**src/rtl/mmu_fault_pkg.sv**
```systemverilog
package mmu_fault_pkg;
  localparam int BUS_W = 32;
  localparam int NTYPE = 8;
  localparam int NSLOT = 4;

  typedef enum logic [2:0] {
    MODE_OFF  = 3'h0,
    MODE_RUN  = 3'h5,
    MODE_HOLD = 3'h7
  } mode_e;

  localparam logic [7:0] OFS_MODE   = 8'h00;
  localparam logic [7:0] OFS_CFG    = 8'h04;
  localparam logic [7:0] OFS_BASE   = 8'h08;
  localparam logic [7:0] OFS_FLUSH  = 8'h0C;
  localparam logic [7:0] OFS_STAT   = 8'h10;
  localparam logic [7:0] OFS_CLR    = 8'h14;
  localparam logic [7:0] OFS_SLOT0  = 8'h18;

  // Which shared capture register a fault type lands in.
  function automatic logic [1:0] slot_of(input logic [2:0] t);
    case (t)
      3'd0:             slot_of = 2'd0;
      3'd3:             slot_of = 2'd3;
      3'd1, 3'd4, 3'd5: slot_of = 2'd1;
      default:          slot_of = 2'd2;
    endcase
  endfunction

  // Alignment mask for the table base.
  function automatic logic [BUS_W-1:0] base_mask(input logic small_tbl);
    base_mask = small_tbl ? 32'hFFFF_F000 : 32'hFFFF_C000;
  endfunction
endpackage

```
**src/rtl/mmu_ctl_regs.sv**
```systemverilog
module mmu_ctl_regs
  import mmu_fault_pkg::*;
#(
  parameter int ADDR_W = 8
) (
  input  logic              clk,
  input  logic              rst_n,
  input  logic              wr_en,
  input  logic [ADDR_W-1:0] wr_addr,
  input  logic [BUS_W-1:0]  wr_data,
  input  logic              fault_take,
  output mode_e             mode_q,
  output logic              small_tbl,
  output logic [BUS_W-1:0]  base_aligned,
  output logic              flush_pulse
);
  logic [BUS_W-1:0] base_q;
  logic             wr_mode, wr_cfg, wr_base, wr_flush, code_ok;

  assign wr_mode  = wr_en && (wr_addr == ADDR_W'(OFS_MODE));
  assign wr_cfg   = wr_en && (wr_addr == ADDR_W'(OFS_CFG));
  assign wr_base  = wr_en && (wr_addr == ADDR_W'(OFS_BASE));
  assign wr_flush = wr_en && (wr_addr == ADDR_W'(OFS_FLUSH));
  assign code_ok  = (wr_data == BUS_W'(MODE_OFF)) || (wr_data == BUS_W'(MODE_RUN)) ||
                    (wr_data == BUS_W'(MODE_HOLD));

  always_ff @(posedge clk) begin
    if (!rst_n) begin
      mode_q      <= MODE_OFF;
      small_tbl   <= 1'b0;
      base_q      <= '0;
      flush_pulse <= 1'b0;
    end else begin
      if (fault_take)            mode_q <= MODE_HOLD;
      else if (wr_mode && code_ok) mode_q <= mode_e'(wr_data[2:0]);
      if (wr_cfg)  small_tbl <= wr_data[5];
      if (wr_base) base_q    <= wr_data;
      flush_pulse <= wr_flush && wr_data[0];
    end
  end

  assign base_aligned = base_q & base_mask(small_tbl);

  assert_fault_blocks_R3: assert property (@(posedge clk) disable iff (!rst_n)
    fault_take |=> (mode_q == MODE_HOLD));
  assert_bad_code_ignored_R2: assert property (@(posedge clk) disable iff (!rst_n)
    (wr_mode && !code_ok && !fault_take) |=> $stable(mode_q));
  assert_flush_single_R9: assert property (@(posedge clk) disable iff (!rst_n)
    flush_pulse |=> !flush_pulse);
endmodule

```
**src/rtl/mmu_fault_capture.sv**
```systemverilog
module mmu_fault_capture
  import mmu_fault_pkg::*;
#(
  parameter int VA_W = 32
) (
  input  logic                        clk,
  input  logic                        rst_n,
  input  logic                        accept_ok,
  input  logic                        flt_valid,
  input  logic [2:0]                  flt_type,
  input  logic [VA_W-1:0]             flt_addr,
  input  logic                        clr_en,
  input  logic [NTYPE-1:0]            clr_mask,
  output logic                        fault_take,
  output logic [NTYPE-1:0]            status_q,
  output logic [NSLOT-1:0][VA_W-1:0]  slot_addr
);
  logic [NTYPE-1:0] set_vec, clr_vec;
  logic             fresh;

  assign fault_take = flt_valid && accept_ok;
  assign set_vec    = fault_take ? (NTYPE'(1) << flt_type) : '0;
  assign clr_vec    = clr_en ? clr_mask : '0;
  assign fresh      = fault_take && !status_q[flt_type];

  always_ff @(posedge clk) begin
    if (!rst_n) status_q <= '0;
    else        status_q <= (status_q & ~clr_vec) | set_vec;
  end

  for (genvar s = 0; s < NSLOT; s++) begin : g_slot
    logic [VA_W-1:0] cap_q;
    always_ff @(posedge clk) begin
      if (!rst_n) cap_q <= '0;
      else if (fresh && (slot_of(flt_type) == 2'(s))) cap_q <= flt_addr;
    end
    assign slot_addr[s] = cap_q;
  end

  assert_fault_sets_status_R3: assert property (@(posedge clk) disable iff (!rst_n)
    fault_take |=> status_q[$past(flt_type)]);
  assert_off_ignores_R4: assert property (@(posedge clk) disable iff (!rst_n)
    !accept_ok |=> ((status_q & ~$past(status_q)) == '0) && $stable(slot_addr));
  assert_sticky_addr_R6: assert property (@(posedge clk) disable iff (!rst_n)
    (fault_take && status_q[flt_type]) |=> $stable(slot_addr));
endmodule

```
**src/rtl/mmu_fault_ctl.sv**
```systemverilog
module mmu_fault_ctl
  import mmu_fault_pkg::*;
#(
  parameter int ADDR_W = 8,
  parameter int VA_W   = 32
) (
  input  logic              clk,
  input  logic              rst_n,
  input  logic              bus_sel,
  input  logic              bus_we,
  input  logic [ADDR_W-1:0] bus_addr,
  input  logic [31:0]       bus_wdata,
  output logic [31:0]       bus_rdata,
  input  logic              flt_valid,
  input  logic [2:0]        flt_type,
  input  logic [VA_W-1:0]   flt_addr,
  output logic              xlate_en,
  output logic              stall_master,
  output logic              irq,
  output logic              flush_pulse,
  output logic [31:0]       pt_base,
  output logic              tbl_4k
);
  mode_e                     mode_q;
  logic                      wr_en, clr_en, fault_take;
  logic [NTYPE-1:0]          status_q;
  logic [NSLOT-1:0][VA_W-1:0] slot_addr;

  assign wr_en  = bus_sel && bus_we;
  assign clr_en = wr_en && (bus_addr == ADDR_W'(OFS_CLR));

  mmu_ctl_regs #(.ADDR_W(ADDR_W)) u_regs (
    .clk(clk), .rst_n(rst_n), .wr_en(wr_en), .wr_addr(bus_addr), .wr_data(bus_wdata),
    .fault_take(fault_take), .mode_q(mode_q), .small_tbl(tbl_4k),
    .base_aligned(pt_base), .flush_pulse(flush_pulse)
  );

  mmu_fault_capture #(.VA_W(VA_W)) u_cap (
    .clk(clk), .rst_n(rst_n), .accept_ok(mode_q != MODE_OFF),
    .flt_valid(flt_valid), .flt_type(flt_type), .flt_addr(flt_addr),
    .clr_en(clr_en), .clr_mask(bus_wdata[NTYPE-1:0]),
    .fault_take(fault_take), .status_q(status_q), .slot_addr(slot_addr)
  );

  assign xlate_en     = (mode_q != MODE_OFF);
  assign stall_master = (mode_q == MODE_HOLD);
  assign irq          = |status_q;

  always_comb begin
    bus_rdata = '0;
    if (bus_addr == ADDR_W'(OFS_MODE))      bus_rdata = 32'(mode_q);
    else if (bus_addr == ADDR_W'(OFS_CFG))  bus_rdata = tbl_4k ? 32'h20 : 32'h0;
    else if (bus_addr == ADDR_W'(OFS_BASE)) bus_rdata = pt_base;
    else if (bus_addr == ADDR_W'(OFS_STAT)) bus_rdata = 32'(status_q);
    for (int s = 0; s < NSLOT; s++)
      if (bus_addr == ADDR_W'(OFS_SLOT0 + 8'(4 * s))) bus_rdata = 32'(slot_addr[s]);
  end

  assert_irq_holds_R7: assert property (@(posedge clk) disable iff (!rst_n)
    (irq && !clr_en) |=> irq);
  assert_base_aligned_R10: assert property (@(posedge clk) disable iff (!rst_n)
    tbl_4k ? (pt_base[11:0] == 12'h0) : (pt_base[13:0] == 14'h0));
endmodule

```
**config.mk**
```make
export PLATFORM = sky130hd
export DESIGN_NAME = mmu_fault_ctl
export DESIGN_NICKNAME = d
export VERILOG_FILES = /design/src/rtl/mmu_fault_pkg.sv /design/src/rtl/mmu_ctl_regs.sv /design/src/rtl/mmu_fault_capture.sv /design/src/rtl/mmu_fault_ctl.sv
export SDC_FILE = /design/constraint.sdc
export NUM_CORES = 1
export LEC_CHECK = 0
export ABC_AREA = 1
export BUFFER_PORTS_ARGS = -buffer_cell sky130_fd_sc_hd__buf_2
export CELL_PAD_IN_SITES_DETAIL_PLACEMENT = 2
export CELL_PAD_IN_SITES_GLOBAL_PLACEMENT = 2
export CORE_MARGIN = 1
export CORE_UTILIZATION = 32
export DETAILED_ROUTE_END_ITERATION = 7
export PLACE_DENSITY_LB_ADDON = 0.1
export SLEW_MARGIN = 20
export SYNTH_ARGS = -nofsm -noshare
export SYNTH_HDL_FRONTEND = slang
export SYNTH_SLANG_ARGS = --single-unit
```
**constraint.sdc**
```tcl
create_clock -name clk -period 7.55 [get_ports clk]
set_input_delay 2.265 -clock clk [delete_from_list [all_inputs] [get_ports clk]]
set_output_delay 2.265 -clock clk [all_outputs]
set_load 0.02 [all_outputs]
```
==> results.md, run 1 <==
- Status: finished clean
- Slack of the worst reg-to-reg path: approximately 4.3 ns
- Layout area overhead: 14.58%
- Synth Register Bits: around 160
- Mapped Cells: around 1200
- Critical R2R Capture: u_cap.g_slot[3].cap_q[24]
- Ports: ~150
- Fin crit share: between 80% and 90%
- R2R depth: 8
- Worst rel slew slack: between 40% and 50%
- Synth cell types: 26
- First-pass GRT wire length: ~46000 um
- Top FF cell, synth: dfxtp_1
- Pwr dens: 197.6 nW/um2
- CP Cell Sequence: buf_2 > inv_1 > nand2_1 > nor3_4 > nand2_2 > o22ai_1 > nor2_1 > nand3_1 > buf_2
- DR vias/cell: 4.899
- Initial Util: about a third
- Fin. max-slew vios: 0
- Final WL: between 20000 and 30000 um
- Ratio of cells with drive above 1 in the final layout: between 10% and 20%
- Remaining DRCs: 0
- R2R Path Start: u_regs.mode_q[0]
- Syn avg cell area: roughly 6.5 um2
- H-tree depth: 4
- Worst hold path type: reg -> reg
- Clock transition at path regs: approximately 0.06 ns
- Post-CTS Setup Bufs: 0
- RSZ-0062 raised after global routing: false
- Critical path class: in -> out
- Crit path max fanout: 21
- Final setup fails: 0
- Async set-or-reset flop fraction in the synthesized netlist: 0%
- Pre-antenna DRT Iters: 4
- Setup TNS: 0 ns
- Most common cell in the netlist: nand2_1
- Arrival @ worst endpoint: ~4.2 ns
- Vias in the first global route: approximately 8300
- Hold-fix buffers, CTS: 0
- EDFF count, synth: 0
- Crit-path slowest cell: nand2_2
- # diodes: 0
- Dpl hpwl: between 15000 and 20000 um
- WL per Instance: 17.52 um
- Hold Vio Cnt, Final: 0
- Skew final: around 0.0085 ns
- CP startpoint: bus_addr[0]
- Crit end category: output pin
- Register area share after synthesis: 40.47%
- Die height: about 160 um
- Clk_lat worst skew: between 0.4 and 0.5 ns
- Max_cap viols: 0
- Full die area: ~26000 um2
- Fmax: ~150 MHz
- Post_cts resized: 0
- Actual slew at the worst max-slew pin: ~0.88 ns
- CP max stage delay: 0.51 ns
- CP Launch Type: input pin
- Leak: between 4 and 5 nW
- Drt initial violations: approximately 410
- Largest cells by area after synthesis: dfxtp_1, nand2_1, nor2_1, nand3_1, inv_1
- End point of the critical path: bus_rdata[31]
- Synth cell count leaders: nand2_1, nor2_1, dfxtp_1
- DRT antenna net count: 0
- Clock tree buffer depth: 2
- Initial antenna violation count: 0
- Crit-path most repeated cell: buf_2
- CTS sink cnt: ~160
- Pwr Total: between 0.0015 and 0.002 W
- Required time worst endpoint: ~5.3 ns
- Vias: 8015
- Layout Nets: between 1000 and 1500
- Synthesized cell area: approximately 8000 um2
- Placer Congestion: between 0.7 and 0.8
- GRT Util Overall: 23.10%
- Remaining global-route overflow: 0
- PortBufs: 136
- Num CTS Buffers: 17
- Root buf cell: clkbuf_16
- Rows: 57
- Synthesis Warnings: 0
- Tmin final: 6.475 ns
- CTS tree: built
- Die width: around 160 um
- Worst VDD drop: ~0.11 mV
- Core Footprint: approximately 24000 um2
- Share of the synthesized area in the top cell type: 40.47%
- Pin count of the biggest net entering global routing: 69
- Yosys top cell by area: dfxtp_1
## metrics by stage
| stage | utilization (%) | cell area, um2 | cells | setup slack [ns] | hold slack, ns |
|---|---|---|---|---|---|
| after floorplan | - | 8005 | 1231 | 1.796 | 0.4392 |
| after global placement | 35.08 | 8556 | 1605 | 1.112 | 0.4494 |
| after detailed placement | 35.08 | 8556 | 1605 | 1.042 | 0.4549 |
| after CTS | 37.41 | 9125 | 1636 | 1.043 | 0.4647 |
| after global routing | 37.41 | 9125 | 1636 | 0.8377 | 0.4821 |
| final | 37.41 | 9125 | 1636 | 1.075 | 0.4635 |
## worst min path at each step
stage                                         start                         to  slack [ns]  cells after the start
final                     u_cap.g_slot[3].cap_q[10]  u_cap.g_slot[3].cap_q[10]        0.46                      2
after global routing       u_cap.g_slot[0].cap_q[6]   u_cap.g_slot[0].cap_q[6]        0.48                      2
after CTS                  u_cap.g_slot[3].cap_q[5]   u_cap.g_slot[3].cap_q[5]        0.46                      2
after detailed placement   u_cap.g_slot[3].cap_q[5]   u_cap.g_slot[3].cap_q[5]        0.45                      2
after global placement    u_cap.g_slot[3].cap_q[23]  u_cap.g_slot[3].cap_q[23]        0.45                      2
after floorplan           u_cap.g_slot[3].cap_q[10]  u_cap.g_slot[3].cap_q[10]        0.44                      2
## worst max-delay path: cells and delay by family
kind	cells	cell delay [ns]
AO/OA/AOI/OAI	1	0.35
buffers and inverters	3	0.33
AND/OR/NAND/NOR	5	1.24
## power by group
group	internal [W]	switching, W
sequential	0.000850	0.000000320
clock	0.000486	0.000380
combinational	0.0000222	0.0000655
## layout by cell type (no fill, tap or decap), types with 12 or more instances in the layout
master     Yosys  final
dfxtp_1      161    161
buf_2         14    136
inv_1        138    137
nor2_1       213    212
o22ai_1       20     20
nand2_1      305    305
nand3_1      115    115
o21ai_0       37     37
buf_4         35     13
a21oi_1      101    101
conb_1         1     12
clkbuf_16      0     17
## metal layers
metal  wire length [um]  GRT usage [%]  share of wire, %
met5                  0              0                 0
met4                288          5.551               1.0
met3                878          3.377               3.1
met2              13510          39.40                47
met1              13980          30.55                49
## cell type report
type                       instances  area [um2]
clock buffer                      18       429.2
clock inverter                    13       140.1
fill                            3114       15270
inverter                         141       530.5
multi-input combinational        830        3618
sequential                       161        3223
tap                              324       405.4
timing repair buffer             149       778.2
## registers in the layout, indices dropped and copies added (netlist names)
signal	flops
u_cap.g_slot.cap_q	128
u_cap.status_q	8
u_regs.base_q	20
u_regs.flush_pulse	1
u_regs.mode_q	3
u_regs.small_tbl	1
## cells by family after synthesis
kind of cell / after synthesis / share of synthesized area (%)
AOI/OAI and AO/OA: 165 / 11.03
buffers and inverters: 240 / 14.78
DFF: 161 / 40.47
other: 1 / 0.04709
and+or+nand+nor: 653 / 33.67
Note: power is estimated with default switching activity, not from simulation.
==> run 2: changes to the inputs <==
- CORE_UTILIZATION: 32 -> 27
- clock period: 7.55 -> 5.3 ns (I/O delays scaled with it)
==> results.md, run 2 (same netlist as run 1, synthesis figures left out) <==
- Final Non-Filler Cells: 1702 (was 1636)
- Remaining DRCs: 0 (unchanged)
- Tmin final: ~4.9 ns
- Crit path max fanout: 15 (was 21)
- Sw Ratio: 26.25% (was 24.72%)
- H-tree depth: 4 (unchanged)
- Pwr dens: 275.2 nW/um2 (was 197.6 nW/um2)
- CTS tree: built (unchanged)
- Post-CTS Setup Bufs: 0 (unchanged)
- Initial antenna violation count: 0 (unchanged)
- Clock network power share: 47.5% (was 48.0%)
- Comb pwr share: 4.9% (about the same)
- Cells after DPL: 1670 (was 1605)
- Layout area overhead: 16.12% (was 14.58%)
- CP startpoint: bus_addr[7] (was bus_addr[0])
- Pin count of the biggest net entering global routing: 65 (was 69)
- Top Registers: u_cap.g_slot.cap_q: 128 flops, u_regs.base_q: 20 flops, u_cap.status_q: 8 flops (unchanged)
- Drt initial violations: 389 (was 411)
- Crit end category: output pin (unchanged)
- Max reg flops: 128 (unchanged)
- Pre-CTS setup slack: 0.3792 ns (was 1.042 ns)
- DRT antenna net count: 0 (unchanged)
- DR vias/cell: 4.720 (was 4.899)
- Die height: 173.7 um (was 159.8 um)
- Worst VDD drop: 0.1700 mV (was 0.1076 mV)
- R2R Path Start: u_regs.mode_q[0] (unchanged)
- PortBufs: 136 (unchanged)
- Dpl hpwl: 20510 um (was 19210 um)
- NetSw: 0.0006680 W (was 0.0004456 W)
- CP max stage delay: 0.37 ns (was 0.51 ns)
- Clock transition at path regs: 0.06 ns (about the same)
- Biggest register: u_cap.g_slot.cap_q (unchanged)
- Required time worst endpoint: 3.71 ns (was 5.29 ns)
- # diodes: 0 (unchanged)
- Layout Nets: 1385 (was 1380)
- Sequential share of power: 47.6% (was 47.1%)
- Final worst setup slack: 0.4263 ns (was 1.075 ns)
- Vias in the first global route: 8542 (was 8338)
- Max_cap viols: 0 (unchanged)
- CTS sink cnt: 161 (unchanged)
- Placer Congestion: 0.7518 (was 0.7713)
- Skew final: 0.01751 ns (was 0.008472 ns)
- Status: finished clean (unchanged)
- Actual slew at the worst max-slew pin: 1.077 ns (was 0.8846 ns)
- Critical path class: in -> out (unchanged)
- Ratio of cells with drive above 1 in the final layout: 15.33% (was 14.94%)
- CP Launch Type: input pin (unchanged)
- Fin. max-slew vios: 0 (unchanged)
- CP Cell Sequence: buf_2 > nor2_1 > nand2_1 > nor2_2 > buf_4 > nand2_1 > o21ai_0 > nor2_1 > nand4_1 > buf_2 (was buf_2 > inv_1 > nand2_1 > nor3_4 > nand2_2 > o22ai_1 > nor2_1 > nand3_1 > buf_2)
- Pre-antenna DRT Iters: 4 (unchanged)
- Most frequent cells in the layout: nand2_1, nor2_1, dfxtp_1, inv_1, buf_2 (unchanged)
- Ports: 149 (unchanged)
- Final setup fails: 0 (unchanged)
- Clock tree buffer depth: 2 (unchanged)
- GRT Util Overall: 20.37% (was 23.10%)
- Cell-internal power: 0.001877 W (was 0.001357 W)
- Num CTS Buffers: 17 (unchanged)
- Final WL: 30160 um (was 28660 um)
- Crit-path slowest cell: o21ai_0 (was nand2_2)
- Fillers: 3571 (was 3114)
- Post_cts resized: 0 (unchanged)
- Vias: 8034 (was 8015)
- Critical hold path startpoint: u_cap.g_slot[0].cap_q[1] (was u_cap.g_slot[3].cap_q[10])
- Fmax: 205.2 MHz
- Worst hold path type: reg -> reg (unchanged)
- Clk_lat worst skew: 0.43 ns (about the same)
- Die width: 173.7 um (was 159.8 um)
- Root buf cell: clkbuf_16 (unchanged)
- Hold-fix buffers, CTS: 0 (unchanged)
- Leak: 4.068 nW (was 4.051 nW)
- WL per Instance: 17.72 um (was 17.52 um)
- Hold Vio Cnt, Final: 0 (unchanged)
- Initial Util: 27.60% (was 32.65%)
- Remaining global-route overflow: 0 (unchanged)
- First-pass GRT wire length: 47530 um (was 45970 um)
- RSZ-0062 raised after global routing: false (unchanged)
- Core Footprint: 28860 um2 (was 24390 um2)
- Full die area: 30190 um2 (was 25520 um2)
- Worst rel slew slack: 28.06% (was 41.03%)
- Rows: 62 (was 57)
- Fin crit share: roughly nine tenths
- Arrival @ worst endpoint: 3.28 ns (was 4.21 ns)
- Pwr Total: 0.002545 W (was 0.001803 W)
- Setup TNS: 0 ns (unchanged)
- Most common cell after layout, fill and taps aside: nand2_1 (unchanged)
-- run 2: changes by cell type in the layout (fill, tap and decap cells not counted) --
cell / delta
clkinv_2: -4
clkbuf_8: +2
buf_4: +3
inv_2: +1
clkinv_4: -1
bufinv_16: -2
clkinvlp_4: +1
buf_12: +2
inv_6: +4
-- run 2: cell type report --
class / count / area, um2 / area share, %
multi-input cells: 830 / 3618 / 39.13
flip-flops and latches: 161 / 3223 / 34.85
repair buffers: 154 / 840.8 / 9.092
inverters: 141 / 529.3 / 5.723
well taps: 384 / 480.5 / 5.196
clock buffers: 20 / 456.7 / 4.938
clock inverters: 12 / 98.84 / 1.069
-- run 2: final timing paths --
path	to	slack [ns]	depth (start not counted)
setup / recovery	bus_rdata[2]	0.43	10
hold / removal	u_cap.g_slot[0].cap_q[1]	0.46	2
setup reg to reg	u_cap.g_slot[0].cap_q[7]	2.79	8
hold reg to reg	u_cap.g_slot[0].cap_q[1]	0.46	2
-- run 2: metrics by stage --
step	hold slack (ns)	util, %	cell area (um2)
after floorplan	0.4392	-	8005
after global placement	0.4502	30.12	8692
after detailed placement	0.4560	30.12	8692
after CTS	0.4653	32.05	9248
after global routing	0.4862	32.05	9248
final	0.4645	32.05	9248
-- run 2: metal layers --
| metal | global-route usage, % | share of wire, % |
|---|---|---|
| met2 | 37.02 | 50 |
| met3 | 2.829 | 2.5 |
| met1 | 25.57 | 47 |
| met4 | 3.692 | 0.57 |
| met5 | 0 | 0 |
-- run 2: critical path: cells and delay by family --
| family | cells | cell delay, ns |
|---|---|---|
| AND/OR/NAND/NOR | 6 | 0.80 |
| AO/OA/AOI/OAI | 1 | 0.37 |
| buffers and inverters | 3 | 0.51 |
-- run 2: power by group through the flow --
| stage | registers [W] | clock network, W | logic, W |
|---|---|---|---|
| after floorplan | 0.00124 | 0 | 0.0000605 |
| after global placement | 0.00124 | 0 | 0.000127 |
| after detailed placement | 0.00124 | 0 | 0.000127 |
| after CTS | 0.00121 | 0.00125 | 0.000128 |
| after global routing | 0.00121 | 0.00128 | 0.000138 |
| final | 0.00121 | 0.00121 | 0.000125 |
